`config.mk`:
```
export PLATFORM = sky130hd
export DESIGN_NAME = dbsz_ctrl
export DESIGN_NICKNAME = d
export VERILOG_FILES = /design/src/rtl/dbsz_pkg.sv /design/src/rtl/dbsz_step.sv /design/src/rtl/dbsz_wr_steer.sv /design/src/rtl/dbsz_rd_merge.sv /design/src/rtl/dbsz_ctrl.sv
export SDC_FILE = /design/constraint.sdc
export NUM_CORES = 1
export LEC_CHECK = 0
export CAP_MARGIN = 20
export CELL_PAD_IN_SITES_DETAIL_PLACEMENT = 1
export CELL_PAD_IN_SITES_GLOBAL_PLACEMENT = 1
export CORE_MARGIN = 1
export CORE_UTILIZATION = 33
export DETAILED_ROUTE_END_ITERATION = 8
export HOLD_SLACK_MARGIN = 0.1
export PLACE_DENSITY = 0.89
export SLEW_MARGIN = 20
export SYNTH_ARGS = -nofsm -noshare
export SYNTH_HDL_FRONTEND = slang
export SYNTH_SLANG_ARGS = --single-unit
export TNS_END_PERCENT = 50
```
`constraint.sdc`:
```
create_clock -name clk -period 4.3 [get_ports clk]
set_input_delay 0.86 -clock clk [delete_from_list [all_inputs] [get_ports clk]]
set_output_delay 0.86 -clock clk [all_outputs]
set_load 0.005 [all_outputs]
```
`src/rtl/dbsz_pkg.sv`:
```
package dbsz_pkg;
  localparam int DBUS_W = 32;
  localparam int LANE_N = DBUS_W / 8;

  typedef enum logic [1:0] {
    ST_IDLE = 2'd0,
    ST_CYC  = 2'd1,
    ST_END  = 2'd2
  } dbsz_state_t;

  localparam logic [1:0] ACK_WAIT = 2'b00;
  localparam logic [1:0] ACK_P8   = 2'b01;
  localparam logic [1:0] ACK_P16  = 2'b10;
  localparam logic [1:0] ACK_P32  = 2'b11;
endpackage

```
`src/rtl/dbsz_step.sv`:
```
// Bytes moved by one terminated cycle, from port width, lane offset and count owed.
module dbsz_step
  import dbsz_pkg::*;
(
  input  logic [1:0] ack,
  input  logic [1:0] ofs,
  input  logic [2:0] rem,
  output logic [2:0] moved
);
  logic [2:0] room;

  always_comb begin
    case (ack)
      ACK_P32: room = 3'd4 - {1'b0, ofs};
      ACK_P16: room = 3'd2 - {2'b00, ofs[0]};
      ACK_P8:  room = 3'd1;
      default: room = 3'd0;
    endcase
    moved = (rem < room) ? rem : room;
  end
endmodule

```
`src/rtl/dbsz_wr_steer.sv`:
```
// Places outgoing bytes so that 8, 16 and 32-bit devices all find theirs.
module dbsz_wr_steer
  import dbsz_pkg::*;
(
  input  logic [DBUS_W-1:0] opnd,
  input  logic [1:0]        ofs,
  output logic [DBUS_W-1:0] dout
);
  for (genvar L = 0; L < LANE_N; L++) begin : g_lane
    logic [1:0] src;
    logic [7:0] pick;
    always_comb begin
      if (L == 0)
        src = 2'd0;
      else if (L == 1)
        src = ofs[0] ? 2'd0 : 2'd1;
      else if (2'(L) >= ofs)
        src = 2'(L) - ofs;
      else
        src = 2'd0;
      case (src)
        2'd0:    pick = opnd[31:24];
        2'd1:    pick = opnd[23:16];
        2'd2:    pick = opnd[15:8];
        default: pick = opnd[7:0];
      endcase
    end
    assign dout[DBUS_W-1-8*L -: 8] = pick;
  end
endmodule

```
`src/rtl/dbsz_rd_merge.sv`:
```
// Collects fetched bytes from the responding port's lanes, right-justified.
module dbsz_rd_merge
  import dbsz_pkg::*;
(
  input  logic              clk,
  input  logic              rst,
  input  logic              clr,
  input  logic              take,
  input  logic [1:0]        ack,
  input  logic [1:0]        ofs,
  input  logic [2:0]        moved,
  input  logic [DBUS_W-1:0] din,
  output logic [DBUS_W-1:0] acc
);
  logic [1:0]        first_lane;
  logic [DBUS_W-1:0] aligned;
  logic [DBUS_W-1:0] piece;

  always_comb begin
    case (ack)
      ACK_P32: first_lane = ofs;
      ACK_P16: first_lane = {1'b0, ofs[0]};
      default: first_lane = 2'd0;
    endcase
    aligned = din << {first_lane, 3'b000};
    piece   = aligned >> {(3'd4 - moved), 3'b000};
  end

  always_ff @(posedge clk) begin
    if (rst || clr)
      acc <= '0;
    else if (take)
      acc <= (acc << {moved, 3'b000}) | piece;
  end
endmodule

```
`src/rtl/dbsz_ctrl.sv`:
```
module dbsz_ctrl
  import dbsz_pkg::*;
#(
  parameter int ADDR_W = 32
) (
  input  logic              clk,
  input  logic              rst,
  input  logic              req_valid,
  input  logic              req_write,
  input  logic              req_lock,
  input  logic [ADDR_W-1:0] req_addr,
  input  logic [2:0]        req_len,
  input  logic [31:0]       req_wdata,
  output logic              busy,
  output logic              done,
  output logic              err,
  output logic [31:0]       rdata,
  output logic [ADDR_W-1:0] bus_addr,
  output logic [1:0]        bus_siz,
  output logic              bus_rd,
  output logic              bus_ecs,
  output logic              bus_ocs,
  output logic              bus_as,
  output logic              bus_ds,
  output logic              bus_rmw,
  output logic [31:0]       bus_dout,
  output logic              bus_dout_en,
  input  logic [31:0]       bus_din,
  input  logic [1:0]        bus_ack,
  input  logic              bus_berr
);
  localparam int PAD_W = ADDR_W - 3;

  dbsz_state_t st;
  logic [2:0]        rem_q;
  logic [DBUS_W-1:0] opnd_q;
  logic              lock_q;
  logic [2:0]        moved;
  logic              start;
  logic              term;
  logic              take;

  assign start = (st == ST_IDLE) && req_valid && (req_len != 3'd0) && (req_len <= 3'd4);
  assign term  = (st == ST_CYC) && !bus_berr && (bus_ack != ACK_WAIT);
  assign take  = term && bus_rd;
  assign busy  = (st != ST_IDLE);

  dbsz_step u_step (
    .ack   (bus_ack),
    .ofs   (bus_addr[1:0]),
    .rem   (rem_q),
    .moved (moved)
  );

  dbsz_wr_steer u_wr (
    .opnd (opnd_q),
    .ofs  (bus_addr[1:0]),
    .dout (bus_dout)
  );

  dbsz_rd_merge u_rd (
    .clk   (clk),
    .rst   (rst),
    .clr   (start),
    .take  (take),
    .ack   (bus_ack),
    .ofs   (bus_addr[1:0]),
    .moved (moved),
    .din   (bus_din),
    .acc   (rdata)
  );

  always_ff @(posedge clk) begin
    if (rst) begin
      st          <= ST_IDLE;
      rem_q       <= '0;
      opnd_q      <= '0;
      lock_q      <= 1'b0;
      done        <= 1'b0;
      err         <= 1'b0;
      bus_addr    <= '0;
      bus_siz     <= '0;
      bus_rd      <= 1'b0;
      bus_ecs     <= 1'b0;
      bus_ocs     <= 1'b0;
      bus_as      <= 1'b0;
      bus_ds      <= 1'b0;
      bus_rmw     <= 1'b0;
      bus_dout_en <= 1'b0;
    end else begin
      done    <= 1'b0;
      err     <= 1'b0;
      bus_ecs <= 1'b0;
      bus_ocs <= 1'b0;
      case (st)
        ST_IDLE: begin
          if (start) begin
            st          <= ST_CYC;
            rem_q       <= req_len;
            opnd_q      <= req_wdata << {(3'd4 - req_len), 3'b000};
            lock_q      <= req_lock;
            bus_addr    <= req_addr;
            bus_siz     <= req_len[1:0];
            bus_rd      <= !req_write;
            bus_ecs     <= 1'b1;
            bus_ocs     <= 1'b1;
            bus_as      <= 1'b1;
            bus_ds      <= 1'b1;
            bus_dout_en <= req_write;
            if (req_lock) bus_rmw <= 1'b1;
          end
        end
        ST_CYC: begin
          if (bus_berr) begin
            st          <= ST_IDLE;
            err         <= 1'b1;
            bus_as      <= 1'b0;
            bus_ds      <= 1'b0;
            bus_dout_en <= 1'b0;
            bus_rmw     <= 1'b0;
          end else if (term) begin
            bus_as      <= 1'b0;
            bus_ds      <= 1'b0;
            bus_dout_en <= 1'b0;
            bus_addr    <= bus_addr + {{PAD_W{1'b0}}, moved};
            rem_q       <= rem_q - moved;
            opnd_q      <= opnd_q << {moved, 3'b000};
            if (rem_q == moved) begin
              st   <= ST_IDLE;
              done <= 1'b1;
              if (lock_q && !bus_rd) bus_rmw <= 1'b0;
            end else begin
              st <= ST_END;
            end
          end
        end
        ST_END: begin
          st          <= ST_CYC;
          bus_siz     <= rem_q[1:0];
          bus_ecs     <= 1'b1;
          bus_as      <= 1'b1;
          bus_ds      <= 1'b1;
          bus_dout_en <= !bus_rd;
        end
        default: st <= ST_IDLE;
      endcase
    end
  end
endmodule

```
==> run summary, run 1 <==
The run finished with clean final reports. The number of placed I/O pins is 215. The post-route fraction of the period consumed by the critical path came out at between 90 and 100%. The library cell used most frequently in the layout, excluding fill and tap cells, is clkdlybuf4s50_1.

After synthesis, the share of flip-flops with an asynchronous set or reset is 0%. The clock-pin transition on the worst setup and hold timing paths is 0.08 ns. The power consumption is 5356 uW. The number of H-tree branching levels came out at 3. The number of failing hold endpoints at the final stage came out at 0. The floorplan die width came out at 160.6 um. The starting utilization of the core area is 33.84%. The total area inside the core boundary comes to 24530 um^2.

STA classifies the critical path startpoint as a primary input. The length of routed met3 wiring is 2838 um. The signed area change from the synthesized netlist to the final layout came out at 34.24%. The worst pin sits at a relative slew slack of 32.82%. The detailed-routing iteration count for the pre-antenna-repair pass came out at 5. The via count is roughly 9500.

For the worst-skew pair, the clock arrives at the later sink with an insertion delay of between 0.3 and 0.4 ns. The count of filler cells inserted in the layout came out at 2999. After synthesis the cells add up to 8303 um^2. The smallest clock period supported by the final layout is computed as between 4 and 5 ns. In this run the number of cells on the critical path is 13.

In the final layout, the share of cells above drive strength 1 is 10.87%. The die boundary height came out at roughly 160 um. Synthesis produced a netlist with a net count of 1191. The worst setup path category is in -> reg. After global routing the overflow that remains totals 0. The tree built by TritonCTS fans out to between 100 and 150 sinks. The global router's overall resource usage came out at 25.13%. The count of state elements after synthesis is 112. The critical path contains buffers and inverters numbering 5 combined. For this run, the register share of the synthesized area comes to about 27%.

STA classifies the critical path endpoint as a flop. The port buffer count is roughly 210. Synthesis produced 1059 cells.

The data required time at the worst endpoint is 4.52 ns. Averaged over all synthesized cells, the footprint is just under 8 um^2. The overall routed net length came out at 33020 um. Setup violations remaining at the end of the flow were counted as 0.

Setup repair after global routing left no endpoint under its margin. The final count of pins violating max slew was 0. The top cell types in the final layout, fill and taps aside, are clkdlybuf4s50_1 (212), dfxtp_1 (111), a21oi_1 (94). Once layout is complete, the utilization of the core stands at 45.43%. Static timing analysis puts the maximum clock frequency at 244.2 MHz. Data arrives at the worst endpoint at 4.31 ns.

The largest incremental delay on the critical path came out at 0.71 ns. The slowest library cell on the worst path is a2111oi_0. The worst hold path belongs to the class reg -> reg.

Summed over all nets, wire length on met2 after detailed routing comes to 15340 um. The worst slack at placement is -0.1202 ns. TritonCTS built the clock tree. The ratio of routed vias to standard cells came out at 6.050. The detailed router finished its first iteration with roughly 740 violations. Traced cell by cell, the critical path runs through clkdlybuf4s50_1 > and2_1 > o21a_1 > inv_1 > ha_1 > o21a_1 > o32ai_4 > buf_4 > buf_4 > nor3_4 > a2111oi_0 > buf_4 > a2111oi_1. The number of warning messages in the yosys log is 0. On the final layout, the worst clock skew is 0.01203 ns.

The detailed router used layers up to and including met4. The detailed-placement wirelength estimate is 24260 um. The number of standard cells in the layout, taps in and fillers out came out at 1567. The number of buffers created by CTS is 9. Along the worst hold path, the cell count comes to 2.

The maximum VDD drop is 181.7 uV. The first global-routing pass estimated ~52000 um of wire. The via count of the first global-routing pass came out at 9342. The area of all placed cells without fillers is 11150 um^2.

Entering global routing, the biggest net connects 59 pins. The remaining antenna violation count after routing is 0. The largest fanout on the critical path is between 50 and 60. The count of maximum capacitance violations came out at 0. The post-route DRC violation count is 0. The path depth of the worst reg2reg path came out at 14. The number of enable-type register cells in the synthesized netlist is 0. The number of buffers on the longest clock path is 2. The distinct cell type count of the synthesized netlist is 66. The leakage power came out at 0.004008 uW.

The number of antenna violations at the first check in global routing came out at 2. The clock root buffer is clkbuf_16. At the pin with the least slew margin, the transition time is 1.003 ns. In the final routed layout, each cell accounts on average for 21.07 um. The placed instances occupy a cell area of 10830 um^2. The weighted congestion at the end of routability-driven global placement is 0.9066. The most repeated library cell on the critical path is buf_4. Row generation in the floorplan step produced 57 rows. In the final routing, the length of wire on met1 measures roughly 14000 um.

The total power density per cell area came out at between 400 and 500 nW/um^2. The number of nets in the final layout came out at 1369. The least setup slack across all paths after layout came out at 0.2046 ns. The total die area is approximately 26000 um^2. Among all flip-flop cells after synthesis, the most frequent one is dfxtp_1. The cell total after placement is 1550. The number of buffers inserted for hold repair after clock tree synthesis came out at 0. Broken down by cell family, the worst path's largest delay share belongs to buffers and inverters.
power breakdown:
group          internal [uW]  total, uW  switching, uW
clock                    464        918            454
combinational           1300       2950           1650
sequential              1220       1490            266
total                   2980       5360           2370
per-stage QoR:
step / hold WS [ns] / setup TNS, ns
after floorplan: 0.4518 / 0
after global placement: 0.4770 / -0.08245
after detailed placement: 0.4947 / -1.284
after CTS: 0.5139 / 0
after global routing: 0.5469 / 0
final: 0.5123 / 0
worst register-to-register path, cell delays in order, from the launching register on:
cell	delay, ns
dfxtp_1	0.33
inv_1	0.09
ha_1	0.30
and2_1	0.16
o21a_1	0.19
inv_1	0.07
ha_1	0.22
o21a_1	0.21
o32ai_4	0.30
buf_4	0.18
buf_4	0.49
nor3_4	0.15
a2111oi_0	0.71
buf_4	0.22
a2111oi_1	0.05
state kept, by name, summed over array words and instances (netlist names):
| signal | count |
|---|---|
| bus_ocs | 1 |
| opnd_q | 32 |
| bus_rmw | 1 |
| rem_q | 3 |
| lock_q | 1 |
| done | 1 |
| st | 2 |
| bus_ecs | 1 |
| bus_siz | 2 |
| bus_addr | 32 |
| u_rd.acc | 32 |
| bus_dout_en | 1 |
| bus_ds | 1 |
| err | 1 |
| bus_rd | 1 |
routing by layer:
metal	vias to the layer above	GRT usage [%]
li1	4374	-
met3	50	5.449
met4	0	6.753
met5	-	0
met1	4645	33.29
met2	411	41.01
final cells by class:
type                       count  area, um^2  share of cell area (%)
antenna                        1       2.502                 0.02245
tap                          324       405.4                   3.637
timing repair buffer         270        2565                   23.01
clock buffer                  10       229.0                   2.054
multi-input combinational    814        5508                   49.42
sequential                   112        2246                   20.15
clock inverter                 6       75.07                  0.6736
inverter                      30       115.1                   1.033
final timing paths:
kind	start	end	slack [ns]
hold reg to reg	bus_dout_en$_SDFFE_PP0P_	bus_dout_en$_SDFFE_PP0P_	0.51
setup reg to reg	bus_addr[1]$_SDFFE_PP0P_	opnd_q[26]$_SDFFE_PP0P_	0.48
setup / recovery	bus_ack[0]	opnd_q[26]$_SDFFE_PP0P_	0.20
hold / removal	bus_dout_en$_SDFFE_PP0P_	bus_dout_en$_SDFFE_PP0P_	0.51
Yosys cell counts, types with 9 or more instances:
| cell | count | area, um^2 |
|---|---|---|
| a211oi_1 | 29 | 217.7 |
| a21oi_1 | 95 | 475.5 |
| a22o_1 | 11 | 96.34 |
| a22oi_1 | 35 | 262.8 |
| a31oi_1 | 17 | 106.4 |
| a32oi_1 | 11 | 96.34 |
| buf_1 | 12 | 45.04 |
| buf_2 | 20 | 100.1 |
| buf_4 | 11 | 82.58 |
| clkbuf_1 | 58 | 217.7 |
| dfxtp_1 | 112 | 2242 |
| ha_1 | 23 | 287.8 |
| inv_1 | 27 | 101.4 |
| mux2_2 | 24 | 270.3 |
| mux2i_1 | 53 | 530.5 |
| nand2_1 | 89 | 334.1 |
| nand3_1 | 33 | 165.2 |
| nand4_1 | 10 | 62.56 |
| nor2_1 | 82 | 307.8 |
| nor3_1 | 51 | 255.2 |
| nor4_1 | 9 | 56.30 |
| o21ai_0 | 75 | 375.4 |
| o221ai_1 | 15 | 131.4 |
| o22ai_1 | 13 | 81.33 |
cell families after synthesis:
logic type	count (synthesis)	share of synthesized area, %
buffers and inverters	133	7.022
adders and majority gates	25	3.948
xor gates and xnor gates	3	0.3165
AOI/OAI and AO/OA	378	31.04
muxes	90	12.67
DFF	112	27.00
and+or+nand+nor	318	17.99
repair_timing:
action | in CTS | in global routing
buffers inserted | 0 | 0
resized for setup | 0 | 1
endpoints found under the setup margin | 0 | 2
No activity file was read; power rests on OpenSTA's default activity.
==> inputs of run 2 (changes only) <==
--- a/config.mk
+++ b/config.mk
@@ -13,7 +13,7 @@
 export DETAILED_ROUTE_END_ITERATION = 8
 export HOLD_SLACK_MARGIN = 0.1
 export PLACE_DENSITY = 0.89
-export SLEW_MARGIN = 20
+export SLEW_MARGIN = 25
 export SYNTH_ARGS = -nofsm -noshare
 export SYNTH_HDL_FRONTEND = slang
 export SYNTH_SLANG_ARGS = --single-unit
==> run summary, run 2 (synthesized netlist as in run 1, its figures left out) <==
The run finished with clean final reports. The clock-pin transition on the worst setup and hold timing paths is 0.08 ns (about the same). Setup repair after global routing left no endpoint under its margin.

The power consumption is 5361 uW (about the same). The final count of pins violating max slew is 0 (unchanged). The met2 wire length was 15230 um (-0.67%).

The startpoint of the most critical register-to-register path is bus_addr[1]$_SDFFE_PP0P_. CTS placed an instance of clkbuf_16 at the clock tree root. The worst setup path is of the in -> reg kind.

The fraction of final layout cells sized beyond drive strength 1 came out at 10.87% (unchanged). The clock latency at the later pin of the worst-skew pair is 0.37 ns (about the same). The die boundary height was 160.6 um (unchanged). The number of placed I/O pins was 215 (unchanged).

The count of maximum capacitance violations came out at 0 (unchanged). The largest fanout on the critical path came to 53 (unchanged). The core region area is 24530 um^2 (unchanged). TritonCTS built the clock tree. The floorplan die width is 160.6 um (unchanged). The detailed-placement wirelength estimate came out at 24260 um (unchanged). The via count came out at 9471 (-0.095%). The maximum VDD drop is 183.2 uV (+0.83%). The number of buffers created by CTS is 9 (unchanged). The wire length the detailed router placed on met1 was 14210 um (-0.53%). The data required time at the worst endpoint was 4.52 ns (about the same). The weighted congestion at the end of routability-driven global placement came out at 0.9066 (unchanged). The data arrival at the endpoint of the critical path came out at 4.34 ns (+0.03 ns). The worst setup path is captured at a flop.

The number of nets in the final layout came to 1369 (unchanged). The global-route wire length before repair came out at 52200 um (unchanged). The overall routed net length is 33050 um (about the same).

The highest attainable clock frequency came to 242.9 MHz (-0.52%). The length of routed met3 wiring is 2997 um (+5.6%). In this run the most critical hold path is launched from bus_dout_en$_SDFFE_PP0P_. The capturing point of the worst reg2reg path is opnd_q[28]$_SDFFE_PP0P_.

The port buffer count came out at 214 (unchanged). The number of H-tree branching levels is 3 (unchanged). The clock sink count came out at 112 (unchanged). The number of core rows is 57 (unchanged). The total power density per cell area is 480.7 nW/um^2 (about the same). Leaving out fill and tap cells, the most frequent cell in the layout is clkdlybuf4s50_1. The number of standard cells in the layout, taps in and fillers out is 1567 (unchanged). The post-route clock skew is 0.01133 ns (-0.0007012 ns). The average wire per standard cell is 21.09 um (about the same). The starting utilization of the core area came out at 33.84% (unchanged).

The overflow left after global routing came out at 0 (unchanged). The number of buffers on the longest clock path came out at 2 (unchanged). The signed area change from the synthesized netlist to the final layout came out at 34.31% (about the same). The detailed router's first-iteration violation count came out at 756 (+2.0%). The via count of the first global-routing pass came out at 9342 (unchanged). The time the worst path needs with I/O delays and setup is 4.117 ns (+0.02140 ns). The transition time at the pin with the least slew margin is 0.8531 ns (-0.1501 ns). The register-to-register setup slack is 0.46 ns (-0.02 ns). The remaining antenna violation count after routing is 0 (unchanged).

STA classifies the critical path startpoint as a primary input. The final number of setup-violating endpoints came out at 0 (unchanged). The worst slack at placement came out at -0.1202 ns (unchanged). The global router's overall resource usage was 25.13% (unchanged).

The worst min-delay path category is reg -> reg. The highest metal layer carrying signal wires in the routed design is met4. The post-route fraction of the period consumed by the critical path is 95.74% (+0.50 points). The least setup slack across all paths after layout is 0.1832 ns (-0.02140 ns). The cell total after placement is 1550 (unchanged). The post-route DRC violation count is 0 (unchanged).

The aggregate negative setup slack is 0 ns (unchanged). The largest net degree at the start of global routing is 59 (unchanged). The largest registers in the layout are bus_addr x32, opnd_q x32, u_rd.acc x32. The path depth of the worst reg2reg path came out at 14 (unchanged).

The total die area was 25800 um^2 (unchanged). The relative slew slack was 42.91% (+10 points). The number of cells traversed by the worst hold path is 2 (unchanged). The leakage power was 0.004010 uW (about the same). The capture endpoint of the worst hold path is bus_dout_en$_SDFFE_PP0P_.

The ratio of routed vias to standard cells came out at 6.044 (about the same). The number of failing hold endpoints at the final stage is 0 (unchanged). In the layout the commonest cells are clkdlybuf4s50_1 (212), dfxtp_1 (111), a21oi_1 (94).

The number of antenna violations at the first check in global routing is 2 (unchanged). The detailed-routing iteration count for the pre-antenna-repair pass came out at 7 (+2).
run 2: cell counts in the layout (fill, tap and decap cells not counted):
Identical to the previous run, type by type.
run 2: stage by stage:
| step | hold slack [ns] | util [%] | area (um^2) |
|---|---|---|---|
| after CTS | 0.5139 | 45.39 | 11140 |
| after floorplan | 0.4518 | - | 8333 |
| after global routing | 0.5469 | 45.45 | 11150 |
| final | 0.5123 | 45.46 | 11150 |
| after detailed placement | 0.4947 | 44.16 | 10830 |
| after global placement | 0.4770 | 44.16 | 10830 |
run 2: power breakdown:
group | internal [uW] | switching (uW)
combinational | 1300 | 1650
clock | 464 | 457
sequential | 1220 | 266
run 2: per-layer routing:
metal	vias to the layer above	GRT usage, %
met5	-	0
met4	0	6.753
met1	4593	33.29
met3	51	5.449
li1	4382	-
met2	445	41.01
run 2: worst max-delay path by stage:
stage,startpoint,endpoint,slack (ns),depth (start not counted)
after floorplan,bus_addr[0]$_SDFFE_PP0P_,bus_addr[30]$_SDFFE_PP0P_,0.03,19
after CTS,bus_ack[0],bus_addr[22]$_SDFFE_PP0P_,0.24,15
after global placement,bus_ack[0],opnd_q[28]$_SDFFE_PP0P_,-0.04,13
after detailed placement,bus_ack[0],opnd_q[28]$_SDFFE_PP0P_,-0.12,13
after global routing,bus_ack[0],bus_addr[27]$_SDFFE_PP0P_,0.002,15
final,bus_ack[0],opnd_q[28]$_SDFFE_PP0P_,0.18,13
run 2: worst max-delay path, stage by stage:
cell	delay, ns
clkdlybuf4s50_1	0.54
and2_1	0.15
o21a_1	0.14
inv_1	0.05
ha_1	0.26
o21a_1	0.21
o32ai_4	0.30
buf_4	0.19
buf_4	0.49
nor3_4	0.13
a2111oi_0	0.71
buf_4	0.22
a2111oi_1	0.05
run 2: cell type report:
class,count,area [um^2]
Inverter,30,115.1
Multi-Input combinational cell,814,5514
Timing Repair Buffer,270,2565
Sequential cell,112,2246
Tap cell,324,405.4
Fill cell,2997,13380
Clock inverter,6,75.07
Clock buffer,10,229.0
Antenna cell,1,2.502
run 2: what timing repair did:
item                                    CTS  global route
resized for setup                         0             1
setup buffers                             0             0
hold buffers                              0             0
endpoints found under the setup margin    0             2
